[src/rtl/srw_pkg.sv]
package srw_pkg;
  localparam int CFG_W   = 32;
  localparam int VLD_POS = 0;
  localparam int WP_POS  = 8;
  localparam int TAG_HI  = 5;

  // Bits that hold storage; everything else reads back as zero.
  function automatic logic [CFG_W-1:0] keep_mask(input int win_lg2);
    logic [CFG_W-1:0] m;
    m = '0;
    for (int i = 0; i < CFG_W; i++) begin
      if (i >= win_lg2 || i == WP_POS || i <= TAG_HI) m[i] = 1'b1;
    end
    return m;
  endfunction
endpackage

[src/rtl/srw_rst_sync.sv]
module srw_rst_sync (
  input  logic clk,
  input  logic rst_n_in,
  output logic rst_n_out
);
  logic [1:0] sync_q;

  always_ff @(posedge clk or negedge rst_n_in) begin
    if (!rst_n_in) sync_q <= 2'b00;
    else           sync_q <= {sync_q[0], 1'b1};
  end

  assign rst_n_out = sync_q[1];
endmodule

[src/rtl/srw_cfg_reg.sv]
module srw_cfg_reg
  import srw_pkg::*;
#(
  parameter int unsigned WIN_LG2 = 12,
  parameter int unsigned IDX_W   = 12,
  parameter logic [IDX_W-1:0] CFG_IDX = 12'hC04
) (
  input  logic             clk,
  input  logic             rst_n,
  input  logic             cpu_we,
  input  logic [IDX_W-1:0] cpu_idx,
  input  logic             cpu_super,
  input  logic [CFG_W-1:0] cpu_wdata,
  input  logic             dbg_we,
  input  logic [CFG_W-1:0] dbg_wdata,
  output logic [CFG_W-1:0] cfg_q,
  output logic             priv_err
);
  localparam logic [CFG_W-1:0] KEEP = keep_mask(WIN_LG2);

  logic             cpu_hit;
  logic             cfg_en;
  logic [CFG_W-1:0] cfg_d;
  logic             priv_d;
  logic             vld_q;
  logic [CFG_W-1:1] rest_q;

  // Next-state logic: debug has priority over the CPU.
  always_comb begin
    cpu_hit = cpu_we && (cpu_idx == CFG_IDX);
    cfg_en  = dbg_we || (cpu_hit && cpu_super);
    cfg_d   = (dbg_we ? dbg_wdata : cpu_wdata) & KEEP;
    priv_d  = cpu_hit && !cpu_super;
  end

  // Only the valid flag has a defined reset value.
  always_ff @(posedge clk or negedge rst_n) begin
    if (!rst_n) begin
      vld_q    <= 1'b0;
      priv_err <= 1'b0;
    end else begin
      priv_err <= priv_d;
      if (cfg_en) vld_q <= cfg_d[VLD_POS];
    end
  end

  always_ff @(posedge clk) begin
    if (cfg_en) rest_q <= cfg_d[CFG_W-1:1];
  end

  assign cfg_q = {rest_q, vld_q};

  AST_USER_WR_KEEPS_VALID: assert property (@(posedge clk) disable iff (!rst_n)
    (cpu_we && cpu_idx == CFG_IDX && !cpu_super && !dbg_we) |=> $stable(cfg_q[VLD_POS]));
  AST_PRIV_NEEDS_ATTEMPT: assert property (@(posedge clk) disable iff (!rst_n)
    priv_err |-> $past(cpu_we && !cpu_super));
  AST_DBG_WINS: assert property (@(posedge clk) disable iff (!rst_n)
    dbg_we |=> (cfg_q[VLD_POS] == $past(dbg_wdata[VLD_POS])));
endmodule

[src/rtl/srw_match.sv]
module srw_match
  import srw_pkg::*;
#(
  parameter int unsigned WIN_LG2 = 12,
  localparam int unsigned BASE_W = CFG_W - WIN_LG2
) (
  input  logic               clk,
  input  logic               rst_n,
  input  logic [BASE_W-1:0]  cfg_base,
  input  logic               cfg_vld,
  input  logic               cfg_wp,
  input  logic               bus_req,
  input  logic [CFG_W-1:0]   bus_addr,
  input  logic               bus_wr,
  input  logic               bus_super,
  output logic               sram_sel,
  output logic               sram_we,
  output logic [WIN_LG2-1:0] sram_off,
  output logic               sram_super,
  output logic               acc_err
);
  logic               hit;
  logic               sel_d, we_d, sup_d, err_d;
  logic [WIN_LG2-1:0] off_d;

  always_comb begin
    hit   = bus_req && cfg_vld && (bus_addr[CFG_W-1:WIN_LG2] == cfg_base);
    sel_d = hit;
    we_d  = hit && bus_wr && !cfg_wp;
    err_d = hit && bus_wr && cfg_wp;
    sup_d = hit && bus_super;
    off_d = hit ? bus_addr[WIN_LG2-1:0] : '0;
  end

  always_ff @(posedge clk or negedge rst_n) begin
    if (!rst_n) begin
      sram_sel   <= 1'b0;
      sram_we    <= 1'b0;
      acc_err    <= 1'b0;
      sram_super <= 1'b0;
      sram_off   <= '0;
    end else begin
      sram_sel   <= sel_d;
      sram_we    <= we_d;
      acc_err    <= err_d;
      sram_super <= sup_d;
      sram_off   <= off_d;
    end
  end

  AST_INVALID_NO_SEL: assert property (@(posedge clk) disable iff (!rst_n)
    (bus_req && !cfg_vld) |=> !sram_sel);
  AST_MISS_NO_SEL: assert property (@(posedge clk) disable iff (!rst_n)
    (bus_req && bus_addr[CFG_W-1:WIN_LG2] != cfg_base) |=> (!sram_sel && !acc_err));
  AST_IDLE_QUIET: assert property (@(posedge clk) disable iff (!rst_n)
    !bus_req |=> (!sram_sel && !sram_we && !acc_err));
  AST_WP_BLOCKS_WE: assert property (@(posedge clk) disable iff (!rst_n)
    (bus_req && bus_wr && cfg_wp) |=> !sram_we);
  AST_ERR_IMPLIES_SEL: assert property (@(posedge clk) disable iff (!rst_n)
    acc_err |-> (sram_sel && !sram_we));
endmodule

[src/rtl/sram_window_decoder.sv]
module sram_window_decoder
  import srw_pkg::*;
#(
  parameter int unsigned WIN_LG2 = 12,
  parameter int unsigned IDX_W   = 12,
  parameter logic [IDX_W-1:0] CFG_IDX = 12'hC04
) (
  input  logic               clk,
  input  logic               rst_n,
  input  logic               cpu_we,
  input  logic [IDX_W-1:0]   cpu_idx,
  input  logic               cpu_super,
  input  logic [31:0]        cpu_wdata,
  input  logic               dbg_we,
  input  logic [31:0]        dbg_wdata,
  output logic [31:0]        dbg_rdata,
  input  logic               bus_req,
  input  logic [31:0]        bus_addr,
  input  logic               bus_wr,
  input  logic               bus_super,
  output logic               sram_sel,
  output logic               sram_we,
  output logic [WIN_LG2-1:0] sram_off,
  output logic               sram_super,
  output logic               acc_err,
  output logic               priv_err
);
  localparam int unsigned BASE_W = CFG_W - WIN_LG2;

  logic             rst_n_s;
  logic [CFG_W-1:0] cfg_q;

  srw_rst_sync u_rst (
    .clk       (clk),
    .rst_n_in  (rst_n),
    .rst_n_out (rst_n_s)
  );

  srw_cfg_reg #(
    .WIN_LG2 (WIN_LG2),
    .IDX_W   (IDX_W),
    .CFG_IDX (CFG_IDX)
  ) u_cfg (
    .clk       (clk),
    .rst_n     (rst_n_s),
    .cpu_we    (cpu_we),
    .cpu_idx   (cpu_idx),
    .cpu_super (cpu_super),
    .cpu_wdata (cpu_wdata),
    .dbg_we    (dbg_we),
    .dbg_wdata (dbg_wdata),
    .cfg_q     (cfg_q),
    .priv_err  (priv_err)
  );

  srw_match #(
    .WIN_LG2 (WIN_LG2)
  ) u_match (
    .clk        (clk),
    .rst_n      (rst_n_s),
    .cfg_base   (cfg_q[CFG_W-1:WIN_LG2]),
    .cfg_vld    (cfg_q[VLD_POS]),
    .cfg_wp     (cfg_q[WP_POS]),
    .bus_req    (bus_req),
    .bus_addr   (bus_addr),
    .bus_wr     (bus_wr),
    .bus_super  (bus_super),
    .sram_sel   (sram_sel),
    .sram_we    (sram_we),
    .sram_off   (sram_off),
    .sram_super (sram_super),
    .acc_err    (acc_err)
  );

  assign dbg_rdata = cfg_q;

  initial begin
    assert (BASE_W > 0 && WIN_LG2 > WP_POS);
  end
endmodule

[config.mk]
export PLATFORM = sky130hd
export DESIGN_NAME = sram_window_decoder
export DESIGN_NICKNAME = d
export VERILOG_FILES = /design/src/rtl/srw_pkg.sv /design/src/rtl/srw_rst_sync.sv /design/src/rtl/srw_cfg_reg.sv /design/src/rtl/srw_match.sv /design/src/rtl/sram_window_decoder.sv
export SDC_FILE = /design/constraint.sdc
export NUM_CORES = 1
export LEC_CHECK = 0
export ABC_AREA = 1
export CAP_MARGIN = 5
export CORE_MARGIN = 3
export CORE_UTILIZATION = 30
export DETAILED_ROUTE_END_ITERATION = 10
export GPL_ROUTABILITY_DRIVEN = 0
export PLACE_DENSITY = 0.86
export RECOVER_POWER = 100
export SYNTH_ARGS = -nofsm -noshare
export SYNTH_HDL_FRONTEND = slang
export SYNTH_HIERARCHICAL = 1
export SYNTH_SLANG_ARGS = --single-unit
export TNS_END_PERCENT = 5
[constraint.sdc]
create_clock -name clk -period 0.8 [get_ports clk]
set_clock_uncertainty 0.2 [all_clocks]
set_input_delay 0.16 -clock clk [delete_from_list [all_inputs] [get_ports clk]]
set_output_delay 0.16 -clock clk [all_outputs]
set_load 0.01 [all_outputs]
==> impl.org, run 1 <==
** Timing
- The hold violation count in the final report is 3.
- Fmax achieved :: 615 MHz
- Setup total negative slack :: -45.81 ns
- Setup violations remaining at the end of the flow were counted as 113.
- In the finished design, the share of the clock period the worst path needs comes to 2.03.
- Setup repair after global routing could not meet its margin everywhere.
- The max-slew violation count came to 0.
- The routed design could run at a clock period as short as 1.62 ns.
- Post-route worst hold slack :: -0.109 ns
- Final worst slack :: -0.825 ns

** Synth
- Post-synth design cell area :: 2320 µm²
- Each instance of the synthesized netlist takes up on average 8.10 µm².
- Gate Count Post-Synth :: 287
- For this run, the register share of the synthesized area comes to 0.551.
- For this run, the number of Yosys warnings is 6.
- Count of state elements after synthesis :: 46
- Synthesis instantiated 23 different standard cells from the library.

** CTS
- Worst-Skew Late Latency :: 0.29 ns
- In this run, CTS created clock tree buffers numbering 5.
- CTS tree :: built
- Clock-pin slew was measured on the worst setup and hold paths at 0.08 ns.
- Clk root buf :: clkbuf_8
- Number of sinks on the clock net :: 46
- Maximum count of clock buffers along a single path :: 2
- The H-tree generated during clock tree synthesis spans 2 levels.

** GRT
- The first global-routing pass estimated 10900 µm of wire.
- The via count of the first global-routing pass was 2454.
- Number of antenna violations at the first check in global routing :: 0
- Across every metal layer, demand over resource in global routing totals 0.158.
- Aggregate global routing overflow :: 0
- Pin count of the biggest net entering global routing :: 23

** Setup path
- Start-to-end type of the worst setup path :: flop to flop
- The slowest stage of the critical path belongs to the cell edfxtp_1.
- Critical Path AT :: 1.65 ns
- Traced cell by cell, the critical path runs through buf_4, xor2_1, nor2_1, nand2_1, nor2_4, nand3_4, buf_12, nor2_4.
- Kind of start point of the critical path :: flop
- Maximum fanout along the worst path :: 7
- The largest single stage delay on the critical path is 0.39 ns.
- Family with the most delay on the worst path :: simple AND/OR/NAND/NOR gates
- Critical Path End Type :: flop
- Counting both buffers and inverters, the worst setup path holds a total of 2.
- Among the stages of the critical path, the cell type that occurs most often is nor2_4.
- Data on the critical path is required at its endpoint by 0.83 ns.

** Route
- Violation count after the first detailed-routing iteration :: 65
- Number of vias per cell :: 4.26
- The first detailed-routing pass took 4 iterations.
- The detail route stage leaves a number of antenna-violating nets equal to 0.
- Wires add up to 7440 µm.
- After detailed routing, the number of remaining DRC violations is 0.
- The routed layout has 2484 vias.
- Wire length per cell :: 12.8 µm

** Floorplanning
- In this run the core area contains 31 standard-cell rows.
- During I/O placement, the number of pins put on the boundary was 165.
- The floorplan step set the die height to 94.0 µm.
- From left edge to right edge, the die measures 94.0 µm.
- The initial utilization of the core area, before any placement, comes to 0.315.
- The die covers 8840 µm².
- The region available for standard cell placement spans 7370 µm².

** Cells and area
- Counting the fill cells in the layout gives 659.
- Growth of design area from synthesis to finish :: 88.5%
- End-of-flow core utilization :: 0.595
- The repair_antennas step left the layout with diodes totalling 0.
- In the final layout, flip-flops and latches occupy 1280 µm².
- Fraction of layout cells with a size suffix above 1 :: 0.289
- For this run, the post-layout net count is 599.
- Area taken by multi-input logic gates :: 866 µm²

** Hold path
- Tightest Hold Check Type :: primary input to asynchronous set/reset pin

** Job
- Across the run, the number of max-cap violations was 0.

** Power
- For this design the ratio of total power to cell area is 1340 nW/µm².
- Power, Total :: 5.88 mW
- For this design the static power due to leakage is 2.25 nW.
- IR analysis of the VDD net gives a maximum drop of 0.705 mV.

** Run status
- Violated checks :: hold timing, setup timing
- Run status :: finished, violations left

** Placed design
- Buffers placed on the I/O ports in this run total 149.
- The HPWL after detailed placement is 5920 µm.
worst paths after layout:
path | start | to | slack (ns) | cells after the start
hold reg to reg | u_rst/sync_q[1]$_DFF_PN0_ | u_match/acc_err$_DFF_PN0_ | 0.02 | 1
hold / removal | rst_n | u_rst/sync_q[0]$_DFF_PN0_ | -0.11 | 1
setup reg to reg | u_cfg/rest_q[20]$_DFFE_PP_ | u_match/sram_super$_DFF_PN0_ | -0.82 | 8
min in group clk | cpu_idx[1] | u_cfg/priv_err$_DFF_PN0_ | -0.01 | 5
max in group asynchronous | u_rst/sync_q[1]$_DFF_PN0_ | u_match/sram_off[5]$_DFF_PN0_ | 0.18 | 1
setup / recovery | u_cfg/rest_q[20]$_DFFE_PP_ | u_match/sram_super$_DFF_PN0_ | -0.82 | 8
where the power goes:
group	leakage (nW)	switching [mW]	total (mW)	internal (mW)
sequential	0.527	0.0902	2.76	2.67
clock	0.0515	0.760	1.46	0.698
combinational	1.67	0.633	1.66	1.03
total	2.25	1.48	5.88	4.40
state kept, by name, summed over array words and instances, names as in the netlist:
| name | cells |
|---|---|
| u_match/sram_off | 12 |
| u_rst/sync_q | 2 |
| u_match/sram_sel | 1 |
| u_match/sram_super | 1 |
| u_match/acc_err | 1 |
| u_cfg/rest_q | 26 |
| u_match/sram_we | 1 |
| u_cfg/priv_err | 1 |
| u_cfg/vld_q | 1 |
cell usage after synthesis (all sizes together):
cell	n	area, µm²
o211ai	1	7.51
o21ai	4	20.0
buf	13	97.6
dfrtp	20	500
nand4	1	6.26
or2	2	12.5
nand2	130	490
xor2	2	17.5
inv	45	169
conb	2	7.51
xnor2	1	8.76
nor2	35	171
nand3	5	35.0
edfxtp	26	781
logic make-up (layout without fill, tap and decap cells):
kind of cell	Yosys count	count (layout)	synth area share
other cells	2	6	0.00323
flops	46	46	0.551
compound gates	5	5	0.0118
buf+inv	58	251	0.115
xor+xnor	3	3	0.0113
simple gates	173	173	0.308
what timing repair did:
item | in CTS | in global routing
gates cloned | 0 | 1
setup buffers | 11 | 7
resized for setup | 210 | 34
endpoints found under the hold margin | 3 | 3
pin swaps | 10 | 13
endpoints found under the setup margin | 114 | 113
cell type report:
cell class                 instances  share of cell area
clock buffer                       6              0.0188
inverter                          45              0.0385
tap                               99              0.0283
clock inverter                     2             0.00257
timing repair buffer             198               0.422
sequential                        46               0.292
multi-input combinational        187               0.198
layer usage:
metal	GRT usage	up-vias	routed length [µm]
li1	-	1232	-
met1	0.166	1102	2740
met2	0.297	138	3830
met3	0.0633	12	798
met4	0.0289	0	73
met5	0	-	0
layout by cell type (no fill, tap or decap), types with 2 or more instances in the layout:
cell             count
buf_12               3
buf_2               30
buf_4               25
buf_6               40
clkbuf_2             2
clkbuf_8             6
clkdlybuf4s50_1     89
conb_1               6
dfrtp_1             20
dlygate4sd2_1        4
edfxtp_1            26
inv_1               43
inv_2                2
nand2_1            125
nand2_2              4
nand3_1              3
nor2_1              17
nor2_2              10
nor2_4               8
o21ai_1              2
xor2_1               2
through the flow:
step / cells / instance area [µm²] / setup WS (ns)
detailed placement: 559 / 4160 / -1.07
global placement: 559 / 4160 / -1.02
global route: 583 / 4380 / -0.914
finish: 583 / 4380 / -0.825
floorplan: 291 / 2350 / -0.665
CTS: 575 / 4200 / -0.844
No activity file was read; power rests on OpenSTA's default activity.
==> run 2: changes to the inputs <==
--- a/config.mk
+++ b/config.mk
@@ -6,7 +6,7 @@
 export NUM_CORES = 1
 export LEC_CHECK = 0
 export ABC_AREA = 1
-export CAP_MARGIN = 5
+export CAP_MARGIN = 40
 export CORE_MARGIN = 3
 export CORE_UTILIZATION = 30
 export DETAILED_ROUTE_END_ITERATION = 10
==> results of run 2 <==
Same layout as run 1: the final DEF is identical, and so are final timing and power.
